$ cat config.mk
export PLATFORM = sky130hd
export DESIGN_NAME = pgdram_ctrl
export DESIGN_NICKNAME = d
export VERILOG_FILES = /design/src/rtl/pgdram_ctrl.sv
export SDC_FILE = /design/constraint.sdc
export NUM_CORES = 1
export LEC_CHECK = 0
export CAP_MARGIN = 10
export CORE_MARGIN = 4
export CORE_UTILIZATION = 56
export CTS_BUF_LIST = sky130_fd_sc_hd__clkbuf_8 sky130_fd_sc_hd__clkbuf_16
export DETAILED_ROUTE_END_ITERATION = 10
export DONT_BUFFER_PORTS = 1
export PLACE_DENSITY_LB_ADDON = 0.1
export SYNTH_ARGS = -nofsm -noshare
export SYNTH_HDL_FRONTEND = slang
export SYNTH_SLANG_ARGS = --single-unit
export TNS_END_PERCENT = 50
$ cat constraint.sdc
create_clock -name clk -period 1.7 [get_ports clk]
set_clock_uncertainty 0.2 [all_clocks]
set_input_delay 0.085 -clock clk [delete_from_list [all_inputs] [get_ports clk]]
set_output_delay 0.085 -clock clk [all_outputs]
set_load 0.01 [all_outputs]
$ cat src/rtl/pgdram_ctrl.sv
module pgdram_ctrl #(
  parameter int HALF    = 5,
  parameter int DW      = 16,
  parameter int T_FIRST = 5,
  parameter int T_NEXT  = 2,
  parameter int T_PRE   = 2
) (
  input  logic              clk,
  input  logic              rst_n,
  input  logic              req_valid,
  output logic              req_ready,
  input  logic              req_write,
  input  logic              req_burst,
  input  logic [2*HALF-1:0] req_addr,
  input  logic [DW-1:0]     req_wdata,
  output logic              rd_valid,
  output logic [DW-1:0]     rd_data,
  output logic              dram_ras_n,
  output logic              dram_cas_n,
  output logic              dram_we_n,
  output logic [HALF-1:0]   dram_addr,
  output logic [DW-1:0]     dram_wdata,
  input  logic [DW-1:0]     dram_rdata
);
  localparam int AW = 2 * HALF;
  localparam int CW = $clog2(T_FIRST + T_PRE + 1);

  typedef enum logic [1:0] {S_IDLE, S_PRE, S_ROW, S_COL} state_t;

  state_t          st;
  logic [CW-1:0]   cnt;
  logic [HALF-1:0] row_q, col_q, pg_row;
  logic            pg_open, wr_q;
  logic [1:0]      left;
  logic [DW-1:0]   wdata_q;

  wire [HALF-1:0] req_row = req_addr[AW-1:HALF];
  wire            accept  = req_valid && (st == S_IDLE);

  assign req_ready  = (st == S_IDLE);
  assign dram_ras_n = !((st == S_ROW) || (st == S_COL) || ((st == S_IDLE) && pg_open));
  assign dram_cas_n = (st != S_COL);
  assign dram_we_n  = !((st == S_COL) && wr_q);
  assign dram_addr  = (st == S_ROW) ? row_q : col_q;
  assign dram_wdata = wdata_q;

  always_ff @(posedge clk) begin
    if (!rst_n) begin
      st       <= S_IDLE;
      cnt      <= '0;
      row_q    <= '0;
      col_q    <= '0;
      pg_row   <= '0;
      pg_open  <= 1'b0;
      wr_q     <= 1'b0;
      left     <= '0;
      wdata_q  <= '0;
      rd_valid <= 1'b0;
      rd_data  <= '0;
    end else begin
      rd_valid <= 1'b0;
      case (st)
        S_IDLE: if (accept) begin
          row_q   <= req_row;
          col_q   <= req_addr[HALF-1:0];
          wr_q    <= req_write;
          wdata_q <= req_wdata;
          left    <= (req_burst && !req_write) ? 2'd3 : 2'd0;
          if (pg_open && pg_row == req_row) begin
            st  <= S_COL;
            cnt <= CW'(T_NEXT - 1);
          end else if (pg_open) begin
            st      <= S_PRE;
            cnt     <= CW'(T_PRE - 1);
            pg_open <= 1'b0;
          end else begin
            st  <= S_ROW;
            cnt <= CW'(T_FIRST - T_NEXT - 1);
          end
        end
        S_PRE: begin
          if (cnt == '0) begin
            st  <= S_ROW;
            cnt <= CW'(T_FIRST - T_NEXT - 1);
          end else cnt <= cnt - 1'b1;
        end
        S_ROW: begin
          if (cnt == '0) begin
            st      <= S_COL;
            cnt     <= CW'(T_NEXT - 1);
            pg_open <= 1'b1;
            pg_row  <= row_q;
          end else cnt <= cnt - 1'b1;
        end
        S_COL: begin
          if (cnt == '0) begin
            if (!wr_q) begin
              rd_valid <= 1'b1;
              rd_data  <= dram_rdata;
            end
            if (left == 2'd0) st <= S_IDLE;
            else begin
              left       <= left - 2'd1;
              col_q[1:0] <= col_q[1:0] + 2'd1;
              cnt        <= CW'(T_NEXT - 1);
            end
          end else cnt <= cnt - 1'b1;
        end
        default: st <= S_IDLE;
      endcase
    end
  end

  assert_cas_in_row_R10: assert property (@(posedge clk) disable iff (!rst_n)
    !dram_cas_n |-> !dram_ras_n);

  assert_single_accept_R2: assert property (@(posedge clk) disable iff (!rst_n)
    (req_valid && req_ready) |=> !req_ready);

  assert_valid_after_col_R6: assert property (@(posedge clk) disable iff (!rst_n)
    rd_valid |-> $past(!dram_cas_n));

  assert_burst_wrap_R7: assert property (@(posedge clk) disable iff (!rst_n)
    (!dram_cas_n && $past(!dram_cas_n) && dram_addr != $past(dram_addr)) |->
      (dram_addr[HALF-1:2] == $past(dram_addr[HALF-1:2]) &&
       dram_addr[1:0] == 2'($past(dram_addr[1:0]) + 2'd1)));

  assert_write_in_col_R9: assert property (@(posedge clk) disable iff (!rst_n)
    !dram_we_n |-> !dram_cas_n);
endmodule

==> summary.md, run 1 <==
| Metric | Value |
|---|---|
| Hold slack | -0.00107 ns |
| Relative slew slack | 72.0% |
| Synth Cell Area | 0.00241 mm² |
| RSZ-0062 raised after global routing | yes |
| Gpl congestion | 0.755 |
| Clock Power Share | 25.0% |
| Internal | 0.00354 W |
| DP HPWL | 4.00 mm |
| Sw frac | 34.7% |
| CP Launch Type | flip-flop |
| Most frequent cells in the layout | nand2_1 (87), dfxtp_1 (54), dlygate4sd3_1 (46), a21oi_1 (39), buf_4 (20) |
| HP Class | input pin to flip-flop |
| Clock root buffer | clkbuf_8 |
| Pre-CTS setup slack | -0.143 ns |
| Outcome | finished, violations left |
| Crit-path leading delay family | flip-flops |
| H-Tree Depth | 3 |
| Sequential cell area fraction in the yosys report | 47.3% |
| Sequential Power Share | 33.6% |
| Yosys top cell by area | dfxtp_1 |
| Sink Count | 57 |
| Design area | 0.00350 mm² |
| Post-route insts no fill | 415 |
| CP endpoint kind | output port |
| WL per Instance | 16.3 µm |
| VDD IR max | 0.00103 V |
| CTS tree | yes |
| Area grow syn2layout | 45.2% |
| Crit share post-route | 103% |
| Critical path class | flip-flop to output port |
| Largest net degree at the start of global routing | 26 |
| Post-route setup slack | -0.0511 ns |
| Net switching power figure | 0.00188 W |
| Clk Latency, worst-skew pair | 0.33 ns |
| Die Ht | 73.7 µm |
| Syn Inst Count | 294 |
| Slowest cell on crit path | dfxtp_2 |
| First-pass GRT wire length | 10.3 mm |
| Post-synth net total | 346 |
| Area post-placement | 0.00264 mm² |
| Vias in the first global route | 2,248 |
| Avg Vias per Cell | 5.54 |
| Mapped Avg Cell Area | 8.21 µm² |
| Worst-path clk slew | 0.06 ns |
| I/O pins | 89 |
| Final ANT Viol Nets | 0 |
| Violated checks | negative hold slack, negative setup slack |
| Worst EP required | 1.41 ns |
| Crit-path max cell delay | 0.34 ns |
| Fmax achieved | 0.571 GHz |
| CTS max path bufs | 2 |
| Synth top area cells | dfxtp_1 (47%), nand2_1 (14%), a21oi_1 (9.3%), ha_1 (2.6%), mux2_2 (2.3%) |
| Max_cap viols | 0 |
| Worst-Margin Slew | 0.419 ns |
| Starting DRT DRC Count | 91 |
| Post-synth EDFFs | 0 |
| Width of the die | 73.7 µm |
| Final Slew Violations | 0 |
| Lkg Pwr | 1.35 nW |
| Row cnt | 23 |
| Fin. Hold Viols | 1 |
| PD cells | 1550 mW/mm² |
| Number of buffers and inverters on the critical path | 3 |
| Global-route usage over all layers | 25.1% |
| # nets final | 413 |
| Final min period | 1.75 ns |
| Critical Path AT | 1.47 ns |
| CP Max Fanout | 6 |
| Crit-path most repeated cell | buf_6 |
| 1st-pass router iterations | 4 |
| Dpl cells | 352 |
| Top-area cell type share of the netlist area | 47.3% |
| FILL cells | 237 |
| Initial antenna violation count | 0 |
| Comb pwr share | 41.4% |
| I/O Buffers | 0 |
| Antenna cells | 0 |
| Async set-reset flop share out of synthesis | 0% |
| Core area | 0.00409 mm² |
| Primary flip-flop cell chosen by synthesis mapping | dfxtp_1 |
| Endpoints failing setup | 10 |
| Synth Register Bits | 57 |
| Cell Chain, Critical Path | inv_2, buf_6, ha_4, buf_6, mux2_4 |
| Synth unique cells | 40 |
| DIE AREA | 0.00542 mm² |
| Share of cells above drive strength 1 | 22.2% |
| Ys Warns | 0 |
| # DRC | 0 |
| Via count | 2,298 |
| Final Total Pwr | 0.00541 W |
| Initial core utilization | 59.1% |
| Leading cell type in the layout, fill and taps excluded | nand2_1 |
| Drt total wl | 6.75 mm |
| CTS Buf Count | 9 |
| GRT overflow | 0 |
==> cell families after synthesis <==
group           count (synthesis)  share of synthesized area, %
fa+ha+maj                       5                          2.59
xor+xnor                        5                          1.81
simple gates                  117                          21.2
compound gates                 71                          17.6
buf+inv                        29                          5.13
flops                          57                          47.3
mux                            10                          4.41
==> sequential cells by signal, summed over array words and instances, names as in the netlist <==
| signal | flops |
|---|---|
| pg_open | 1 |
| rd_data | 16 |
| dram_wdata | 16 |
| st | 2 |
| wr_q | 1 |
| col_q | 5 |
| cnt | 3 |
| rd_valid | 1 |
| pg_row | 5 |
| left | 2 |
| row_q | 5 |
==> repair_timing <==
action | 4_1_cts | 5_1_grt
endpoints found under the hold margin | 57 | 0
resized for setup | 28 | 18
hold buffers | 46 | 0
pin swaps | 4 | 7
setup buffers | 0 | 2
endpoints found under the setup margin | 35 | 50
==> layer usage <==
metal,up-vias,share of wire [%],GRT usage (%)
met3,18,5.8,5.61
met5,-,0,0
met4,0,2.3,12.3
met2,80,53,44.2
met1,1071,39,28.3
li1,1129,-,-
==> through the flow <==
stage | setup TNS (ns) | utilization (%) | hold slack [ns]
2_1_floorplan | -0.0825 | - | 0.0210
3_3_place_gp | -0.271 | 64.5 | 0.0197
6_report | -0.294 | 85.8 | -0.00107
4_1_cts | -0.209 | 83.3 | 0.00687
3_5_place_dp | -1.23 | 64.5 | 0.0274
5_1_grt | -1.20 | 85.8 | 0.0375
==> worst reg2reg max path: stages, from the launching register on <==
cell and delay, ns:
dfxtp_2 0.34, buf_4 0.12, ha_4 0.17, nor2b_4 0.15, a22oi_2 0.09, or2_4 0.31, o221a_4 0.22
==> cells in the mapped netlist (2+ instances only) <==
cell,count
nand2_1,88
dfxtp_1,57
a21oi_1,45
clkbuf_1,12
inv_1,9
nor2_1,8
buf_2,6
o21ai_0,6
ha_1,5
mux2_2,5
mux2i_1,5
nor3_1,5
a211oi_1,3
a31oi_1,3
nor2b_1,3
xor2_1,3
and2_1,2
and3_1,2
nand2b_1,2
o211ai_1,2
o221a_2,2
o32ai_1,2
xnor2_1,2
==> layout make-up <==
cell class | instances | area (µm²) | share of cell area (%)
clock buffer | 10 | 138 | 3.93
clock inverter | 5 | 72.6 | 2.07
inverter | 10 | 40.0 | 1.14
multi-input combinational | 208 | 1310 | 37.3
sequential | 57 | 1140 | 32.7
tap | 50 | 62.6 | 1.79
timing repair buffer | 75 | 738 | 21.1
==> final timing paths <==
path                  endpoint  slack, ns        start  cells after the start
setup reg to reg       left[0]      -0.02        st[0]                      6
hold reg to reg       col_q[4]       0.25     col_q[4]                      2
hold / removal         pg_open     -0.001  req_addr[6]                      4
setup / recovery  dram_addr[3]      -0.05        st[0]                      5
==> power by group through the flow <==
stage / Sequential [W] / Clock [W] / Combinational [W]
2_1_floorplan: 0.00179 / 0 / 0.00117
3_3_place_gp: 0.00181 / 0 / 0.00170
3_5_place_dp: 0.00182 / 0 / 0.00173
4_1_cts: 0.00180 / 0.00137 / 0.00205
5_1_grt: 0.00185 / 0.00144 / 0.00243
6_report: 0.00182 / 0.00135 / 0.00224
Power figures use the tool's default switching activity.
==> run 2, diff against run 1 <==
Settings changed: BUFFER_PORTS_ARGS set to -buffer_cell sky130_fd_sc_hd__buf_2, CORE_UTILIZATION 56 to 52, DONT_BUFFER_PORTS 1 to unset.
Clock period 1.7 ns to 2.17 ns, I/O delays scaled along.
==> summary.md, run 2 (synthesized netlist as in run 1, its figures left out) <==
| Metric | Value |
|---|---|
| CTS max path bufs | 2 (unchanged) |
| Via count | 2,539 (was 2,298) |
| Fin. Hold Viols | 0 (was 1) |
| Crit-path max cell delay | 0.42 ns (was 0.34 ns) |
| Final ANT Viol Nets | 0 (unchanged) |
| DIE AREA | 0.00580 mm² (was 0.00542 mm²) |
| GRT overflow | 0 (unchanged) |
| Clock root buffer | clkbuf_8 (unchanged) |
| Global-route usage over all layers | 25.3% (was 25.1%) |
| Max_cap viols | 0 (unchanged) |
| Final Slew Violations | 0 (unchanged) |
| Width of the die | 76.1 µm (was 73.7 µm) |
| RSZ-0062 raised after global routing | no (was yes) |
| H-Tree Depth | 3 (unchanged) |
| I/O Buffers | 88 (was 0) |
| Endpoints failing setup | 0 (was 10) |
| CP Launch Type | flip-flop (unchanged) |
| Setup bufs post-CTS | 0 (unchanged) |
| Internal | 0.00255 W (was 0.00354 W) |
| Sw frac | 34.9% (was 34.7%) |
| Initial core utilization | 54.7% (was 59.1%) |
| Slowest cell on crit path | ha_1 (was dfxtp_2) |
| Fmax achieved | 0.492 GHz |
| WL per Instance | 14.5 µm (was 16.3 µm) |
| Gpl congestion | 0.894 (was 0.755) |
| Crit share post-route | 93.6% |
| PD cells | 1090 mW/mm² (was 1550 mW/mm²) |
| FILL cells | 288 (was 237) |
| Die Ht | 76.1 µm (was 73.7 µm) |
| Critical Path AT | 1.72 ns (was 1.47 ns) |
| Clock Power Share | 27.9% (was 25.0%) |
| CTS tree | yes (unchanged) |
| Final min period | 2.03 ns |
| Worst-path clk slew | 0.06 ns (about the same) |
| Area grow syn2layout | 48.3% (was 45.2%) |
| 1st-pass router iterations | 6 (was 4) |
| I/O pins | 89 (unchanged) |
| First-pass GRT wire length | 12.1 mm (was 10.3 mm) |
| Net switching power figure | 0.00137 W (was 0.00188 W) |
| Comb pwr share | 37.1% (was 41.4%) |
| Outcome | completed (was finished, violations left) |
| Share of cells above drive strength 1 | 28.9% (was 22.2%) |
| Vias in the first global route | 2,556 (was 2,248) |
| # DRC | 0 (unchanged) |
| Worst EP required | 1.86 ns (was 1.41 ns) |
| # nets final | 480 (was 413) |
| Avg Vias per Cell | 5.24 (was 5.54) |
| Fin util | 81.1% (was 85.8%) |
| Setup_tns | 0 ns (was -0.294 ns) |
| CP Max Fanout | 9 (was 6) |
| Largest net degree at the start of global routing | 29 (was 26) |
| Drt total wl | 7.03 mm (was 6.75 mm) |
| HP Class | input pin to flip-flop (unchanged) |
| CP endpoint kind | output port (unchanged) |
| Critical path class | flip-flop to output port (unchanged) |
| Sink Count | 57 (unchanged) |
| Antenna cells | 0 (unchanged) |
| Most frequent cells in the layout | nand2_1 (88), buf_2 (88), dfxtp_1 (57), a21oi_1 (45), dlygate4sd3_1 (43) (was nand2_1 (87), dfxtp_1 (54), dlygate4sd3_1 (46), a21oi_1 (39), buf_4 (20)) |
| Core area | 0.00441 mm² (was 0.00409 mm²) |
| DP HPWL | 4.25 mm (was 4.00 mm) |
| CTS Buf Count | 9 (unchanged) |
| VDD IR max | 0.000812 V (was 0.00103 V) |
| Row cnt | 24 (was 23) |
| Post-CTS Resized | 0 (was 28) |
| Initial antenna violation count | 0 (unchanged) |
| Worst-Margin Slew | 0.473 ns (was 0.419 ns) |
| Starting DRT DRC Count | 257 (was 91) |
| Sequential Power Share | 35.0% (was 33.6%) |
| Relative slew slack | 68.4% (was 72.0%) |
| Cell Chain, Critical Path | inv_1, ha_1, mux2_2, buf_2 (was inv_2, buf_6, ha_4, buf_6, mux2_4) |
| Clk Latency, worst-skew pair | 0.33 ns (about the same) |
| Lkg Pwr | 1.58 nW (was 1.35 nW) |
==> run 2: area by class of cell <==
| type | count | area, µm² | area share, % |
|---|---|---|---|
| clock inverter | 6 | 82.6 | 2.31 |
| timing repair buffer | 142 | 966 | 27.0 |
| tap | 52 | 65.1 | 1.82 |
| multi-input combinational | 208 | 1150 | 32.1 |
| inverter | 10 | 37.5 | 1.05 |
| sequential | 57 | 1140 | 31.9 |
| clock buffer | 10 | 138 | 3.85 |
==> run 2: repair_timing <==
action	CTS	global route
endpoints found under the setup margin	0	0
endpoints found under the hold margin	50	0
hold buffers	43	0
==> run 2: critical path, delay by kind of cell, from the launching register on <==
family     cells  cell delay [ns]
mux            1             0.40
flops          1             0.33
buf+inv        2             0.23
fa+ha+maj      1             0.42
==> run 2: power groups by stage <==
stage                     clock network [W]  registers (W)  logic (W)
after floorplan                           0        0.00140   0.000891
after global placement                    0        0.00138    0.00134
after detailed placement                  0        0.00139    0.00136
after CTS                           0.00111        0.00137    0.00143
after global routing                0.00117        0.00140    0.00161
final                               0.00109        0.00137    0.00145
==> run 2: layer usage <==
layer	global-route usage (%)	up-vias	share of wire (%)
li1	-	1257	-
met1	30.3	1162	41
met2	41.4	103	49
met3	7.45	17	6.9
met4	11.7	0	2.5
met5	0	-	0
==> run 2: worst paths after layout <==
kind,start,end,slack [ns],depth (start not counted)
max,st[0],dram_addr[0],0.14,4
min,req_addr[1],col_q[1],0.03,3
max reg2reg,st[0],col_q[1],0.16,5
min reg2reg,rd_data[12],rd_data[12],0.25,2
==> run 2: through the flow <==
step	hold slack, ns	cell area, µm²	power (W)	setup WS (ns)	cells
6_report	0.0301	3580	0.00392	0.139	485
5_1_grt	0.0384	3580	0.00418	0.0499	485
4_1_cts	0.0148	3580	0.00391	0.159	485
3_5_place_dp	0.154	2930	0.00275	0.198	426
3_3_place_gp	0.149	2930	0.00272	0.297	426
2_1_floorplan	0.0445	2410	0.00229	0.369	294
==> run 3, diff against run 2 <==
Settings changed: ABC_AREA set to 1, CORE_UTILIZATION 52 to 53, HOLD_SLACK_MARGIN set to 0.03.
==> summary.md, run 3 <==
| Metric | Value |
|---|---|
| Setup bufs post-CTS | 0 (unchanged) |
| Sequential cell area fraction in the yosys report | 46.5% (was 47.3%) |
| Starting DRT DRC Count | 179 (was 257) |
| Sw frac | 39.9% (was 34.9%) |
| CP Launch Type | flip-flop (unchanged) |
| Row cnt | 24 (unchanged) |
| Relative slew slack | 67.0% (was 68.4%) |
| Hold slack | 0.115 ns (was 0.0301 ns) |
| Cell Chain, Critical Path | inv_1, ha_2, nand2_1, buf_4, o21ai_0, dlygate4sd3_1, nor2_1 (was inv_1, ha_1, mux2_2, buf_2) |
| Synth top area cells | dfxtp_1 (47%), nor2_1 (13%), o21ai_0 (12%), nand2_1 (7.2%), inv_1 (4.6%) (was dfxtp_1 (47%), nand2_1 (14%), a21oi_1 (9.3%), ha_1 (2.6%), mux2_2 (2.3%)) |
| # nets final | 534 (was 480) |
| Lkg Pwr | 1.78 nW (was 1.58 nW) |
| RSZ-0062 raised after global routing | yes (was no) |
| Vias in the first global route | 2,757 (was 2,556) |
| Width of the die | 76.0 µm (was 76.1 µm) |
| Sink Count | 57 (unchanged) |
| Slowest cell on crit path | dlygate4sd3_1 (was ha_1) |
| Initial core utilization | 55.6% (was 54.7%) |
| CTS tree | yes (unchanged) |
| Drt total wl | 7.68 mm (was 7.03 mm) |
| CTS Buf Count | 9 (unchanged) |
| DIE AREA | 0.00578 mm² (was 0.00580 mm²) |
| 1st-pass router iterations | 4 (was 6) |
| Internal | 0.00254 W (was 0.00255 W) |
| CP endpoint kind | flip-flop (was output port) |
| Initial antenna violation count | 0 (unchanged) |
| Crit share post-route | 98.5% (was 93.6%) |
| Worst EP required | 2.20 ns (was 1.86 ns) |
| Leading cell type in the layout, fill and taps excluded | buf_2 |
| Synth cell count leaders | nor2_1 (87), o21ai_0 (58), dfxtp_1 (57) (was nand2_1 (88), dfxtp_1 (57), a21oi_1 (45)) |
| Post-synth EDFFs | 0 (unchanged) |
| Crit-path max cell delay | 0.59 ns (was 0.42 ns) |
| DP HPWL | 4.19 mm (was 4.25 mm) |
| Clock root buffer | clkbuf_8 (unchanged) |
| Endpoints failing setup | 0 (unchanged) |
| Setup_tns | 0 ns (unchanged) |
| Primary flip-flop cell chosen by synthesis mapping | dfxtp_1 (unchanged) |
| Post-route insts no fill | 538 (was 485) |
| Post-synth net total | 394 (was 346) |
| Net switching power figure | 0.00169 W (was 0.00137 W) |
| Max_cap viols | 0 (unchanged) |
| CTS max path bufs | 2 (unchanged) |
| Critical path class | flip-flop to flip-flop (was flip-flop to output port) |
| Most common cell in the netlist | nor2_1 (was nand2_1) |
| Critical Path AT | 2.17 ns (was 1.72 ns) |
| CP Max Fanout | 21 (was 9) |
| Die Ht | 76.0 µm (was 76.1 µm) |
| Yosys top cell by area | dfxtp_1 (unchanged) |
| Largest net degree at the start of global routing | 22 (was 29) |
| Area post-placement | 0.00292 mm² (was 0.00293 mm²) |
| Antenna cells | 0 (unchanged) |
| Worst-Margin Slew | 0.495 ns (was 0.473 ns) |
| Mapped Avg Cell Area | 7.17 µm² (was 8.21 µm²) |
| Syn Inst Count | 342 (was 294) |
| First-pass GRT wire length | 12.5 mm (was 12.1 mm) |
| Via count | 2,764 (was 2,539) |
| Final Slew Violations | 0 (unchanged) |
| I/O Buffers | 88 (unchanged) |
| Sequential Power Share | 35.2% (was 35.0%) |
| I/O pins | 89 (unchanged) |
| Outcome | completed (unchanged) |
| Final Total Pwr | 0.00424 W (was 0.00392 W) |
| Gpl congestion | 0.819 (was 0.894) |
| Avg Vias per Cell | 5.14 (was 5.24) |
| Dpl cells | 472 (was 426) |
| Area grow syn2layout | 47.6% (was 48.3%) |
| Clock Power Share | 23.5% (was 27.9%) |
| Fin. Hold Viols | 0 (unchanged) |
| Core area | 0.00441 mm² (unchanged) |
| Design area | 0.00362 mm² (was 0.00358 mm²) |
| Worst-path clk slew | 0.06 ns (about the same) |
| Share of cells above drive strength 1 | 24.7% (was 28.9%) |
| # DRC | 0 (unchanged) |
| Most frequent cells in the layout | buf_2 (88), nor2_1 (87), o21ai_0 (58), dfxtp_1 (57), dlygate4sd3_1 (51) (was nand2_1 (88), buf_2 (88), dfxtp_1 (57), a21oi_1 (45), dlygate4sd3_1 (43)) |
| WL per Instance | 14.3 µm (was 14.5 µm) |
| Async set-reset flop share out of synthesis | 0% (unchanged) |
| PD cells | 1170 mW/mm² (was 1090 mW/mm²) |
| Final ANT Viol Nets | 0 (unchanged) |
| H-Tree Depth | 3 (unchanged) |
| Fmax achieved | 0.468 GHz (was 0.492 GHz) |
| Final min period | 2.14 ns (was 2.03 ns) |
| HP Class | input pin to flip-flop (unchanged) |
| Clk Latency, worst-skew pair | 0.34 ns (was 0.33 ns) |
| Synth Register Bits | 57 (unchanged) |
| Global-route usage over all layers | 26.8% (was 25.3%) |
| VDD IR max | 0.000590 V (was 0.000812 V) |
| GRT overflow | 0 (unchanged) |
| Synth unique cells | 30 (was 40) |
| Synth Cell Area | 0.00245 mm² (was 0.00241 mm²) |
| Comb pwr share | 41.4% (was 37.1%) |
| Ys Warns | 0 (unchanged) |
| Top-area cell type share of the netlist area | 46.5% (was 47.3%) |
[run 3: cell types whose count changed after synthesis, moves of 5 or more]
cell,before,now
a21oi_1,45,15
inv_1,9,30
mux2_2,5,0
nor2_1,8,87
nand3_1,1,9
clkbuf_1,12,6
mux2i_1,5,0
o21ai_0,6,58
nor3_1,5,0
nand2_1,88,47
[run 3: what timing repair did]
| action | CTS | global route |
|---|---|---|
| hold buffers | 51 | 0 |
| endpoints found under the hold margin | 48 | 0 |
| endpoints found under the setup margin | 0 | 7 |
| gates resized for setup | 0 | 1 |
[run 3: layout make-up]
class | count | area (µm²)
clock buffer | 10 | 138
clock inverter | 5 | 56.3
fill | 287 | 792
inverter | 33 | 131
multi-input combinational | 237 | 1100
sequential | 57 | 1140
tap | 52 | 65.1
timing repair buffer | 144 | 988
[run 3: through the flow]
step	util [%]	setup slack [ns]
CTS	82.0	0.0289
global route	82.1	-0.0697
detailed placement	66.0	0.268
floorplan	-	0.480
global placement	66.0	0.347
finish	82.1	0.0317
[run 3: routing by layer]
layer	part of all wire [%]	track usage [%]	vias to the layer above
li1	-	-	1363
met1	38	27.5	1249
met2	52	48.5	125
met3	6.6	7.45	27
met4	3.7	14.2	0
met5	0	0	-
[run 3: final timing paths]
path / end / depth (start not counted) / start / slack, ns
max: dram_wdata[13] / 7 / st[1] / 0.03
min: left[1] / 5 / req_valid / 0.11
max reg2reg: dram_wdata[13] / 7 / st[1] / 0.03
min reg2reg: left[1] / 2 / left[1] / 0.27
[run 3: critical path, delay by kind of cell (launching register included)]
family                     cells  cell delay (ns)
AOI/OAI and AO/OA              1             0.18
DFF                            1             0.33
buffers and inverters          3             0.91
and+or+nand+nor                2             0.13
adders and majority gates      1             0.29
[run 3: cell families (layout without fill, tap and decap cells)]
family                     count (synthesis)  after routing  share of synthesized area, %
AOI/OAI and AO/OA                         79             79                          16.7
and+or+nand+nor                          152            152                          25.2
buffers and inverters                     48            192                          8.67
DFF                                       57             57                          46.5
xor gates and xnor gates                   1              1                         0.357
adders and majority gates                  5              5                          2.55
[run 3: power by group through the flow]
stage               clock network (W)  registers (W)  logic, W
floorplan                           0        0.00153   0.00110
CTS                           0.00100        0.00148   0.00169
global placement                    0        0.00149   0.00156
finish                       0.000994        0.00149   0.00175
global route                  0.00105        0.00152   0.00198
detailed placement                  0        0.00149   0.00160
